===== config.mk =====
export PLATFORM = sky130hd
export DESIGN_NAME = spim_top
export DESIGN_NICKNAME = d
export VERILOG_FILES = /design/src/rtl/spim_pkg.sv /design/src/rtl/spim_baud.sv /design/src/rtl/spim_shifter.sv /design/src/rtl/spim_regs.sv /design/src/rtl/spim_top.sv
export SDC_FILE = /design/constraint.sdc
export NUM_CORES = 1
export LEC_CHECK = 0
export ABC_CLOCK_PERIOD_IN_PS = 1460
export BUFFER_PORTS_ARGS = -buffer_cell sky130_fd_sc_hd__buf_2
export CORE_UTILIZATION = 46
export DETAILED_ROUTE_END_ITERATION = 16
export GPL_TIMING_DRIVEN = 0
export PLACE_DENSITY = 0.72
export SETUP_SLACK_MARGIN = 0.1
export SYNTH_ARGS = -nofsm -noshare
export SYNTH_HDL_FRONTEND = slang
export SYNTH_SLANG_ARGS = --single-unit

===== constraint.sdc =====
create_clock -name clk -period 1.46 [get_ports clk]
set_input_delay 0.146 -clock clk [delete_from_list [all_inputs] [get_ports clk]]
set_output_delay 0.146 -clock clk [all_outputs]
set_load 0.01 [all_outputs]

===== src/rtl/spim_pkg.sv =====
package spim_pkg;
    localparam int BYTE_W = 8;

    typedef enum logic [1:0] {
        A_DATA = 2'd0,
        A_STAT = 2'd1,
        A_CTRL = 2'd2,
        A_NONE = 2'd3
    } reg_addr_e;

    localparam int ST_RXC  = 7;
    localparam int ST_TXC  = 6;
    localparam int ST_HEMP = 5;
    localparam int CT_LSB  = 3;

    typedef struct packed {
        logic rx_ie;
        logic tx_ie;
        logic he_ie;
        logic rx_en;
        logic tx_en;
    } ctrl_t;

    function automatic logic [BYTE_W-1:0] pack_ctrl(input ctrl_t c);
        return {c, {CT_LSB{1'b0}}};
    endfunction

    function automatic logic [BYTE_W-1:0] pack_status(input logic rxc, input logic txc, input logic hemp);
        return {rxc, txc, hemp, 5'b0};
    endfunction
endpackage


===== src/rtl/spim_baud.sv =====
module spim_baud #(
    parameter int HALF_DIV = 4
) (
    input  logic clk,
    input  logic rst,
    input  logic run,
    output logic tick
);
    localparam int CW = $clog2(HALF_DIV + 1);
    localparam logic [CW-1:0] LAST = CW'(HALF_DIV - 1);

    logic [CW-1:0] cnt;

    always_ff @(posedge clk) begin
        if (rst || !run)     cnt <= '0;
        else if (cnt == LAST) cnt <= '0;
        else                 cnt <= cnt + 1'b1;
    end

    assign tick = run && (cnt == LAST);
endmodule


===== src/rtl/spim_shifter.sv =====
module spim_shifter
    import spim_pkg::*;
(
    input  logic              clk,
    input  logic              rst,
    input  logic              tick,
    input  logic              start,
    input  logic [BYTE_W-1:0] load_byte,
    input  logic              miso,
    output logic              busy,
    output logic              sck,
    output logic              mosi,
    output logic              rx_valid,
    output logic [BYTE_W-1:0] rx_byte,
    output logic              frame_done
);
    localparam int BC_W = $clog2(BYTE_W);
    localparam logic [BC_W-1:0] LAST_BIT = BC_W'(BYTE_W - 1);

    logic [BYTE_W-1:0] tx_sh;
    logic [BYTE_W-1:0] rx_sh;
    logic [BC_W-1:0]   bit_idx;

    always_ff @(posedge clk) begin
        if (rst) begin
            busy       <= 1'b0;
            sck        <= 1'b0;
            tx_sh      <= '0;
            rx_sh      <= '0;
            bit_idx    <= '0;
            rx_valid   <= 1'b0;
            rx_byte    <= '0;
            frame_done <= 1'b0;
        end else begin
            rx_valid   <= 1'b0;
            frame_done <= 1'b0;
            if (!busy) begin
                if (start) begin
                    busy    <= 1'b1;
                    sck     <= 1'b0;
                    tx_sh   <= load_byte;
                    bit_idx <= '0;
                end
            end else if (tick) begin
                if (!sck) begin
                    sck   <= 1'b1;
                    rx_sh <= {rx_sh[BYTE_W-2:0], miso};
                    if (bit_idx == LAST_BIT) begin
                        rx_valid <= 1'b1;
                        rx_byte  <= {rx_sh[BYTE_W-2:0], miso};
                    end
                end else begin
                    sck <= 1'b0;
                    if (bit_idx == LAST_BIT) begin
                        busy       <= 1'b0;
                        frame_done <= 1'b1;
                    end else begin
                        tx_sh   <= {tx_sh[BYTE_W-2:0], 1'b0};
                        bit_idx <= bit_idx + 1'b1;
                    end
                end
            end
        end
    end

    assign mosi = tx_sh[BYTE_W-1];
endmodule


===== src/rtl/spim_regs.sv =====
module spim_regs
    import spim_pkg::*;
(
    input  logic              clk,
    input  logic              rst,
    input  logic              wr,
    input  logic              rd,
    input  logic [1:0]        addr,
    input  logic [BYTE_W-1:0] wdata,
    output logic [BYTE_W-1:0] rdata,
    input  logic              gie,
    input  logic              txc_ack,
    input  logic              busy,
    input  logic              frame_done,
    input  logic              rx_valid,
    input  logic [BYTE_W-1:0] rx_byte,
    output logic              start,
    output logic [BYTE_W-1:0] tx_byte,
    output logic              hold_full,
    output logic              tx_done,
    output logic              rx_full,
    output ctrl_t             ctrl,
    output logic              irq
);
    reg_addr_e         sel;
    logic [BYTE_W-1:0] rx_buf;
    logic              wr_data, wr_stat, wr_ctrl, pop;

    assign sel     = reg_addr_e'(addr);
    assign wr_data = wr && (sel == A_DATA);
    assign wr_stat = wr && (sel == A_STAT);
    assign wr_ctrl = wr && (sel == A_CTRL);
    assign pop     = rd && (sel == A_DATA);
    assign start   = hold_full && !busy && ctrl.tx_en;

    always_ff @(posedge clk) begin
        if (rst) begin
            ctrl      <= '0;
            tx_byte   <= '0;
            hold_full <= 1'b0;
            tx_done   <= 1'b0;
            rx_full   <= 1'b0;
            rx_buf    <= '0;
        end else begin
            if (wr_ctrl) ctrl <= ctrl_t'(wdata[BYTE_W-1:CT_LSB]);

            if (start) begin
                hold_full <= 1'b0;
            end else if (wr_data && !hold_full) begin
                tx_byte   <= wdata;
                hold_full <= 1'b1;
            end

            if (frame_done && !hold_full)               tx_done <= 1'b1;
            else if (txc_ack || (wr_stat && wdata[ST_TXC])) tx_done <= 1'b0;

            if (!ctrl.rx_en) begin
                rx_full <= 1'b0;
            end else if (rx_valid) begin
                rx_buf  <= rx_byte;
                rx_full <= 1'b1;
            end else if (pop) begin
                rx_full <= 1'b0;
            end
        end
    end

    always_comb begin
        unique case (sel)
            A_DATA:  rdata = rx_buf;
            A_STAT:  rdata = pack_status(rx_full, tx_done, !hold_full);
            A_CTRL:  rdata = pack_ctrl(ctrl);
            default: rdata = '0;
        endcase
    end

    assign irq = gie && ((ctrl.rx_ie && rx_full) ||
                         (ctrl.tx_ie && tx_done) ||
                         (ctrl.he_ie && !hold_full));
endmodule


===== src/rtl/spim_top.sv =====
module spim_top
    import spim_pkg::*;
#(
    parameter int HALF_DIV = 4
) (
    input  logic        clk,
    input  logic        rst,
    input  logic        bus_wr,
    input  logic        bus_rd,
    input  logic [1:0]  bus_addr,
    input  logic [7:0]  bus_wdata,
    output logic [7:0]  bus_rdata,
    input  logic        gie,
    input  logic        txc_ack,
    output logic        spi_sck,
    output logic        spi_mosi,
    input  logic        spi_miso,
    output logic        irq
);
    logic              shift_busy, baud_tick, start, frame_done, rx_valid;
    logic              hold_full, tx_done, rx_full;
    logic [BYTE_W-1:0] tx_byte, rx_byte;
    ctrl_t             ctrl;

    spim_baud #(.HALF_DIV(HALF_DIV)) u_baud (
        .clk (clk),
        .rst (rst),
        .run (shift_busy),
        .tick(baud_tick)
    );

    spim_shifter u_shift (
        .clk       (clk),
        .rst       (rst),
        .tick      (baud_tick),
        .start     (start),
        .load_byte (tx_byte),
        .miso      (spi_miso),
        .busy      (shift_busy),
        .sck       (spi_sck),
        .mosi      (spi_mosi),
        .rx_valid  (rx_valid),
        .rx_byte   (rx_byte),
        .frame_done(frame_done)
    );

    spim_regs u_regs (
        .clk       (clk),
        .rst       (rst),
        .wr        (bus_wr),
        .rd        (bus_rd),
        .addr      (bus_addr),
        .wdata     (bus_wdata),
        .rdata     (bus_rdata),
        .gie       (gie),
        .txc_ack   (txc_ack),
        .busy      (shift_busy),
        .frame_done(frame_done),
        .rx_valid  (rx_valid),
        .rx_byte   (rx_byte),
        .start     (start),
        .tx_byte   (tx_byte),
        .hold_full (hold_full),
        .tx_done   (tx_done),
        .rx_full   (rx_full),
        .ctrl      (ctrl),
        .irq       (irq)
    );
endmodule


Yosys cells after proc, flatten, opt, wreduce, memory -nomap -nowiden. Index checks and enable logic that the tools add are counted.

Equal/unequal tests: 7. Reduce and logical (&&, ||, !) cells: 35. Mux-type cells: 25. Bitwise logic cells: 5. Add/subtract/negate cells: 2.

Operators with widths (number): $mux 8 (5); $pmux 8 s3 (1); $mux 3 (5); $logic_and 1x1->1 (14); $mux 1 (14); $reduce_and 4->1 (2); $reduce_or 4->1 (2); $add 3x1->3 const B (2); $ne 2x2->1 const B (3); $reduce_and 2->1 (3); $reduce_bool 2->1 (3); $reduce_or 2->1 (3); $not 1->1 (5); $logic_or 1x1->1 (4); $eq 3x2->1 const B (1); $eq 3x3->1 const B (1); $reduce_and 3->1 (1); $eq 2x1->1 const B (1); $eq 2x2->1 const B (1); $logic_not 1->1 (2); $logic_not 2->1 (1).

Word-level logic and storage cells: 93. Output and inout port bits: 11. Flip-flop bits (word level): 57.

Longest topological paths before layout. Gate-level depths: netlist (run 1).

Word-level depth: 6. Gate-level depth with buffers: 6.

Modules after synthesis. From an unflattened synthesis (run 1), not the netlist that was laid out.

Cell total of the unflattened synthesis: 260. Area, all modules: 2399.8 sq um.

By module, submodules not included: spim_shifter (sequential area each 600.6 sq um, cells each 126, area an instance 1232.4 sq um, times used 1); spim_regs (sequential area each 480.5 sq um, cells each 124, area an instance 1041.0 sq um, times used 1); spim_baud (sequential area each 60.1 sq um, cells each 10, area an instance 126.4 sq um, times used 1).

Least setup slack after synthesis (run 1). No wires, ideal clock.

Path kind: reg2reg. From: reg u_shift.bit_idx[0]. To: reg u_shift.bit_idx[0]. Path buffers: 0. Required time: 1.339 ns. Stages on the path, launching flop included: 6. Clock period less this slack: 1.481 ns. Setup time: 0.121 ns. Arrival time: 1.360 ns. Path slack: -0.021 ns. Path through: dfxtp_1 ha_1 ha_1 nand4b_4 and3b_1 mux2_2.

Longest elaborated chain between the ends: 5.

RTL lines: start, declared (RTL line spim_shifter.sv:22) `logic [BC_W-1:0] bit_idx;`; start signal, assigned (RTL line spim_shifter.sv:59) `bit_idx <= bit_idx + 1'b1;`; $add 3x1->3 (RTL line spim_shifter.sv:59); $mux 3 (RTL line spim_shifter.sv:54) `if (bit_idx == LAST_BIT) begin`; $mux 3 (RTL line spim_shifter.sv:45) `if (!sck) begin`; $mux 3 (RTL line spim_shifter.sv:44) `end else if (tick) begin`; $mux 3 (RTL line spim_shifter.sv:37) `if (!busy) begin`.

Several ways; a longest one is shown, not always the timed one. The select of a mux whose other input is x is not followed. A chain may end at the register's enable or synchronous reset.

Worst setup path in the final report (run 1).
From: reg u_regs.hold_full. To: reg u_regs.tx_byte[7].

Longest elaborated chain between the ends: 4.

RTL lines: start, declared (RTL line spim_regs.sv:19) `output logic hold_full,`; start signal, assigned (RTL line spim_regs.sv:40) `hold_full <= 1'b0;`; start signal, assigned (RTL line spim_regs.sv:48) `hold_full <= 1'b0;`; start signal, assigned (RTL line spim_regs.sv:51) `hold_full <= 1'b1;`; $logic_and 1x1->1 (2 in a row) (RTL line spim_regs.sv:34) `assign start = hold_full && !busy && ctrl.tx_en;`; $not 1->1 (no source line); $reduce_and 2->1 (no source line) *; end signal, assigned (RTL line spim_regs.sv:50) `tx_byte <= wdata;`; end, declared (RTL line spim_regs.sv:18) `output logic [BYTE_W-1:0] tx_byte,`.

Every way passes the cells marked *; elsewhere a longest branch is shown, timed or not.

==> impl_metrics.json, run 1 <==
{
  "vias_per_cell": 5.184,
  "clockBufferDepth": 2,
  "antenna_found_initial": 0,
  "min_period_ps": 1510,
  "async_flop_share_pct": 0,
  "path_clk_slew_ps": 70,
  "violations": "setup timing",
  "via_count": 2032,
  "finalMaxSlewViolations": 0,
  "grt_overflow": 0,
  "fmax_mhz": 662.1,
  "cpPeakStageDelay_ps": 530,
  "syn_area_per_cell_sq_um": 9.082,
  "dieHeight_um": 74.61,
  "wl_mm": 5.726,
  "maxCapViolCount": 0,
  "ys.warnings.count": 0,
  "dpl_worst_slack_ps": -99.57,
  "grt_max_degree": 11,
  "fp-row-count": 26,
  "cts-root-buf": "clkbuf_8",
  "syn-num-nets": 289,
  "p_switching_uw": 759.4,
  "track_usage_pct": 21.38,
  "gp_congestion": 0.7728,
  "synth_edf_count": 0,
  "drt_iter0_drc": 100,
  "ios": 28,
  "met2_usage_pct": 34.13,
  "fin_skew_ps": 8.812,
  "synth_top_area_cell": "dfxtp_1",
  "seq_power_share_pct": 44.1,
  "worstSetupStartpointType": "flip-flop",
  "cp.arrival_ps": 1700,
  "rsz0062_at_grt": "true",
  "met1_usage_pct": 25.86,
  "cp_cell_sequence": "buf_6, buf_4, or4b_4, buf_6, nand2_2, a21oi_1",
  "hp-class": "primary input to flip-flop",
  "drive_above_1_share_pct": 36.02,
  "critPathKind": "flip-flop to flip-flop",
  "setup_viol": 9,
  "antenna_left": 0,
  "worst_slew_pin_slew_ps": 757.9,
  "tritoncts": "built",
  "ir_worst_vdd_mv": 0.4359,
  "netlist_area_sq_um": 2425,
  "multi_input_area_sq_um": 1383,
  "core_area_sq_um": 5107,
  "h-tree-depth": 3,
  "combPwrFrac_pct": 4.9,
  "synth_seq_cells": 57,
  "wire_per_inst_um": 14.61,
  "final_util_pct": 63.79,
  "clk_latency_ps": 340,
  "start_util_pct": 47.48,
  "drc": 0,
  "final_hold_viol_count": 0,
  "busiest_layer": "met2",
  "syn_to_final_growth_pct": 34.37,
  "drtPass1Iterations": 4,
  "worst_path_max_delay_cell": "or4b_4",
  "timing.critical_path.mode_cell": "buf_6",
  "worstPathMaxFanout": 5,
  "nFillCells": 423,
  "cts_buffers": 9,
  "mostFrequentLayoutCell": "dfxtp_1",
  "endpoint_kind": "flip-flop",
  "clock_sinks": 57,
  "critical_path_buf_inv_count": 3,
  "grt_pass1_vias": 1951,
  "dp_hpwl_mm": 3.488,
  "outcome": "finished with violations",
  "clockPowerShare_pct": 51.0,
  "synthTopCellsByArea": "dfxtp_1 (47%), mux2i_1 (9.9%), a21oi_1 (7.2%), nand2_1 (6.8%), nand3_1 (3.5%)",
  "n_antenna_cell": 0,
  "synth_ff_type": "dfxtp_1",
  "io_buffers": 26,
  "slew_headroom_pct": 49.47,
  "power_switching_share_pct": 21.21,
  "path_delay_family": "simple AND/OR/NAND/NOR gates",
  "grtUsageMet3_pct": 5.285,
  "ys_seq_area_share_pct": 47.06,
  "critPathRequiredTime_ps": 1650,
  "synth_cells": 267,
  "ff_latch_area_sq_um": 1147,
  "fin_crit_sh_pct": 103.5,
  "synth_top_area_share_pct": 47.06,
  "ys_types": 37,
  "p_leak_nw": 1.386,
  "die_w_um": 74.61,
  "grt_pass1_wl_mm": 8.763,
  "p_per_area_nw_per_um2": 1099,
  "final_cell_mix": "dfxtp_1 (52), buf_2 (30), nand2_1 (28)",
  "intPower_mw": 2.821,
  "dieArea_sq_um": 5566,
  "fin_nets": 339,
  "setup_slack_ps": -50.41
}
[registers in the layout, indices dropped and copies added (netlist names)]
signal and count:
u_regs.hold_full 1, u_regs.rx_buf 8, u_regs.rx_full 1, u_baud.cnt 3, u_regs.tx_byte 8, u_shift.tx_sh 8, u_shift.sck 1, u_shift.rx_valid 1
u_regs.tx_done 1, u_shift.busy 1, u_shift.rx_byte 8, u_shift.bit_idx 3, u_shift.rx_sh 7, u_regs.ctrl 5, u_shift.frame_done 1
[cells in the mapped netlist, types with 3 or more instances]
library cell,n
a21o_1,8
a21oi_1,35
and2_1,3
buf_2,6
clkbuf_1,9
dfxtp_1,57
ha_1,5
inv_1,3
mux2i_1,24
nand2_1,44
nand3_1,17
nand3b_1,4
nor2_1,18
o21ai_1,3
[routing by layer]
metal | vias to the layer above | share of wire (%)
li1 | 1028 | -
met1 | 950 | 47
met2 | 41 | 48
met3 | 13 | 3.1
met4 | 0 | 2.7
met5 | - | 0
[worst reg2reg max path: stages, from the launching register on]
cell     delay, ps
dfxtp_2        320
buf_6          120
buf_4          130
or4b_4         530
buf_6          170
nand2_2         50
a21oi_1         50
[final cells by class]
class	count	share of cell area, %
Multi-Input combinational cell	187	42.43
Timing Repair Buffer	39	7.258
Inverter	4	0.5376
Clock inverter	5	3.149
Clock buffer	11	4.339
Buffer	19	4.378
Tap cell	70	2.688
Sequential cell	57	35.22
[cell families (layout without fill, tap and decap cells)]
family                   count (synthesis)  after routing  synth area share, %
AND/OR/NAND/NOR                        104            104                22.19
adder cells (fa/ha/maj)                  5              5                2.580
buffers and inverters                   23             78                4.798
flip-flops                              57             57                47.06
AO/OA/AOI/OAI                           53             53                13.00
multiplexers                            25             25                10.37
[stage by stage]
stage | total power, mW | TNS (ps) | hold slack [ps] | area [sq um] | instances
6_report | 3.580 | -318.3 | 53.51 | 3258 | 392
2_1_floorplan | 1.702 | 0 | 282.0 | 2469 | 267
3_5_place_dp | 1.758 | -1188 | 391.9 | 2686 | 363
4_1_cts | 3.585 | -93.29 | 35.23 | 3124 | 389
5_1_grt | 3.672 | -725.3 | 60.78 | 3258 | 392
3_3_place_gp | 1.756 | -556.8 | 386.8 | 2686 | 363
[power by group through the flow]
stage               combinational (mW)  sequential [mW]  clock (mW)
detailed placement               0.145             1.61           0
global placement                 0.144             1.61           0
CTS                              0.164             1.58        1.84
finish                           0.174             1.58        1.83
floorplan                       0.0926             1.61           0
global route                     0.188             1.58        1.90
[final timing paths]
kind                         start                 to  slack, ps  depth (start not counted)
hold / removal        bus_wdata[0]  u_regs.tx_byte[0]         50                          3
setup reg to reg  u_regs.hold_full  u_regs.tx_byte[7]        -50                          6
setup / recovery  u_regs.hold_full  u_regs.tx_byte[7]        -50                          6
hold reg to reg      u_baud.cnt[0]      u_baud.cnt[0]        450                          1
[repair_timing]
item                                    CTS  global route
resized for setup                        38            31
endpoints found under the setup margin   37            44
buffers inserted                          9             2
hold buffers                              0             0
pin swaps                                19            17
gates cloned                              1             1
(Power assumes the default switching activity.)
==> inputs of run 2 (changes only) <==
--- a/config.mk
+++ b/config.mk
@@ -5,6 +5,7 @@
 export SDC_FILE = /design/constraint.sdc
 export NUM_CORES = 1
 export LEC_CHECK = 0
+export ABC_AREA = 1
 export ABC_CLOCK_PERIOD_IN_PS = 1460
 export BUFFER_PORTS_ARGS = -buffer_cell sky130_fd_sc_hd__buf_2
 export CORE_UTILIZATION = 46
==> run 2 against run 1 <==
  * The run now ends clean
  * Critical path depth up 1
  * Setup slack improved by 170 ps
  * Worst hold slack got worse by 30 ps
  * Non-clock buffer count shrank 11
  * Synthesized cell count up 31%
  * Via count increased by 16%
  * Global-route usage rose by 0.95 points
  * Sequential share of layout area up 1.7 points
  * First-iteration DRC count is 5.0% higher
  * Fmax grew 13%
==> impl_metrics.json, run 2 <==
{
  "outcome": "completed",
  "hp-class": "primary input to flip-flop",
  "place_area_sq_um": 2676,
  "synth_top_area_share_pct": 46.51,
  "setup_slack_ps": 118.0,
  "dp_hpwl_mm": 3.828,
  "rsz0062_at_grt": "true",
  "synthTopCellsByCount": "nand2_1 (95), dfxtp_1 (57), nor2_1 (57), inv_1 (41), a21oi_1 (28)",
  "nFillCells": 460,
  "final_hold_viol_count": 0,
  "endpoint_kind": "flip-flop",
  "intPower_mw": 2.646,
  "clock_sinks": 57,
  "async_flop_share_pct": 0,
  "dieHeight_um": 75.04,
  "wl_mm": 5.742,
  "dpl_worst_slack_ps": -81.29,
  "h-tree-depth": 3,
  "ff_latch_area_sq_um": 1144,
  "n_antenna_cell": 0,
  "critPathKind": "flip-flop to flip-flop",
  "synth_most_common_cell": "nand2_1",
  "syn_to_final_growth_pct": 26.21,
  "drive_above_1_share_pct": 21.64,
  "core_area_sq_um": 5107,
  "hold_ws_ps": 23.14,
  "antenna_found_initial": 0,
  "antenna_left": 0,
  "power_mw": 3.433,
  "multi_input_area_sq_um": 1207,
  "mostFrequentLayoutCell": "nand2_1",
  "worst_slew_pin_slew_ps": 528.0,
  "p_leak_nw": 1.440,
  "combPwrFrac_pct": 5.0,
  "slew_headroom_pct": 64.80,
  "drc": 0,
  "synth_edf_count": 0,
  "setup_viol": 0,
  "synth_top_area_cell": "dfxtp_1",
  "clk_latency_ps": 340,
  "fp-row-count": 26,
  "fmax_mhz": 745.2,
  "design_area_sq_um": 3097,
  "gp_congestion": 0.7965,
  "fin_nets": 419,
  "ios": 28,
  "dieArea_sq_um": 5630,
  "syn_area_per_cell_sq_um": 6.990,
  "grt_pass1_wl_mm": 9.259,
  "start_util_pct": 48.04,
  "fin_skew_ps": 8.708,
  "synth_seq_cells": 57,
  "worstPathMaxFanout": 6,
  "drtPass1Iterations": 4,
  "grt_max_degree": 12,
  "power_switching_share_pct": 22.93,
  "worstSetupStartpointType": "flip-flop",
  "wire_per_inst_um": 12.17,
  "cts_buffers": 9,
  "synthTopCellsByArea": "dfxtp_1 (47%), nand2_1 (15%), nor2_1 (8.7%), inv_1 (6.3%), a21oi_1 (5.7%)",
  "seq_power_share_pct": 46.5,
  "cp.arrival_ps": 1570,
  "p_per_area_nw_per_um2": 1109,
  "fin_setup_tns_ps": 0,
  "drt_iter0_drc": 105,
  "io_buffers": 27,
  "finalMaxSlewViolations": 0,
  "via_count": 2359,
  "ys.warnings.count": 0,
  "synth_ff_type": "dfxtp_1",
  "tritoncts": "built",
  "netlist_area_sq_um": 2454,
  "min_period_ps": 1342,
  "path_clk_slew_ps": 70,
  "maxCapViolCount": 0,
  "die_w_um": 75.04,
  "syn-num-nets": 373,
  "vias_per_cell": 4.998,
  "clockPowerShare_pct": 48.5,
  "grt_overflow": 0,
  "final_cell_mix": "nand2_1 (89), nor2_1 (56), dfxtp_1 (55)",
  "grt_pass1_vias": 2052,
  "ys_types": 19,
  "track_usage_pct": 22.32,
  "cts-root-buf": "clkbuf_8",
  "synth_cells": 351,
  "ir_worst_vdd_mv": 0.5194,
  "fin_crit_sh_pct": 91.92,
  "critPathRequiredTime_ps": 1690,
  "clockBufferDepth": 2,
  "p_switching_uw": 787.2,
  "ys_seq_area_share_pct": 46.51
}
[run 2: cell types whose count changed after synthesis, moves of 3 or more]
cell / before / now
mux2i_1: 24 / 0
a21o_1: 8 / 0
clkbuf_1: 9 / 4
nand3_1: 17 / 23
a21oi_1: 35 / 28
nand3b_1: 4 / 0
nor2_1: 18 / 57
o21ai_0: 0 / 21
o21ai_1: 3 / 0
and2_1: 3 / 0
nand2_1: 44 / 95
inv_1: 3 / 41
[run 2: logic make-up (layout without fill, tap and decap cells)]
kind of cell | count (synthesis) | count (layout) | share of synthesized area (%)
compound gates | 54 | 54 | 11.58
buf+inv | 54 | 104 | 8.618
fa+ha+maj | 5 | 5 | 2.550
simple gates | 181 | 182 | 30.75
flops | 57 | 57 | 46.51
[run 2: repair_timing]
item,in CTS,in global routing
setup buffers,4,1
pin swaps,4,5
gates resized for setup,16,24
cloned,1,2
hold buffers,0,0
setup endpoints to repair,27,27
[run 2: power by group through the flow]
stage | Sequential, mW | Combinational, mW | Clock [mW]
after global routing | 1.60 | 0.191 | 1.77
after CTS | 1.59 | 0.168 | 1.69
after floorplan | 1.62 | 0.0993 | 0
after detailed placement | 1.63 | 0.165 | 0
final | 1.60 | 0.172 | 1.67
after global placement | 1.63 | 0.162 | 0
[run 2: final timing paths]
check	start	to	slack (ps)	depth (start not counted)
worst max-delay path	u_shift.bit_idx[1]	u_shift.tx_sh[0]	120	7
worst min-delay path	spi_miso	u_shift.rx_byte[0]	20	3
worst max register to register	u_shift.bit_idx[1]	u_shift.tx_sh[0]	120	7
worst min register to register	u_regs.rx_buf[1]	u_regs.rx_buf[1]	460	2
[run 2: metal layers]
| layer | up-vias | share of wire (%) | global-route usage [%] | wire [um] |
|---|---|---|---|---|
| li1 | 1196 | - | - | - |
| met1 | 1099 | 47 | 28.77 | 2723 |
| met2 | 52 | 46 | 34.23 | 2639 |
| met3 | 12 | 4.2 | 5.221 | 244 |
| met4 | 0 | 2.3 | 13.00 | 134 |
| met5 | - | 0 | 0 | 0 |
[run 2: critical path, cell delays in order (launching register included)]
cell	delay, ps
dfxtp_1	330
ha_2	190
ha_4	170
nor2_4	120
nand2_4	90
buf_6	140
a21oi_2	150
nor2_1	60
[run 2: area by class of cell]
| type | count | share of cell area (%) |
|---|---|---|
| inverter | 41 | 4.970 |
| buffer | 13 | 2.343 |
| timing repair buffer | 34 | 6.545 |
| sequential | 57 | 36.93 |
| clock buffer | 10 | 4.444 |
| tap | 70 | 2.828 |
| multi-input combinational | 241 | 38.99 |
| clock inverter | 6 | 2.949 |
[run 2: per-stage QoR]
stage | util [%] | std cells
3_5_place_dp | 52.40 | 448
3_3_place_gp | 52.40 | 448
2_1_floorplan | - | 351
6_report | 60.63 | 472
4_1_cts | 58.92 | 469
5_1_grt | 60.63 | 472
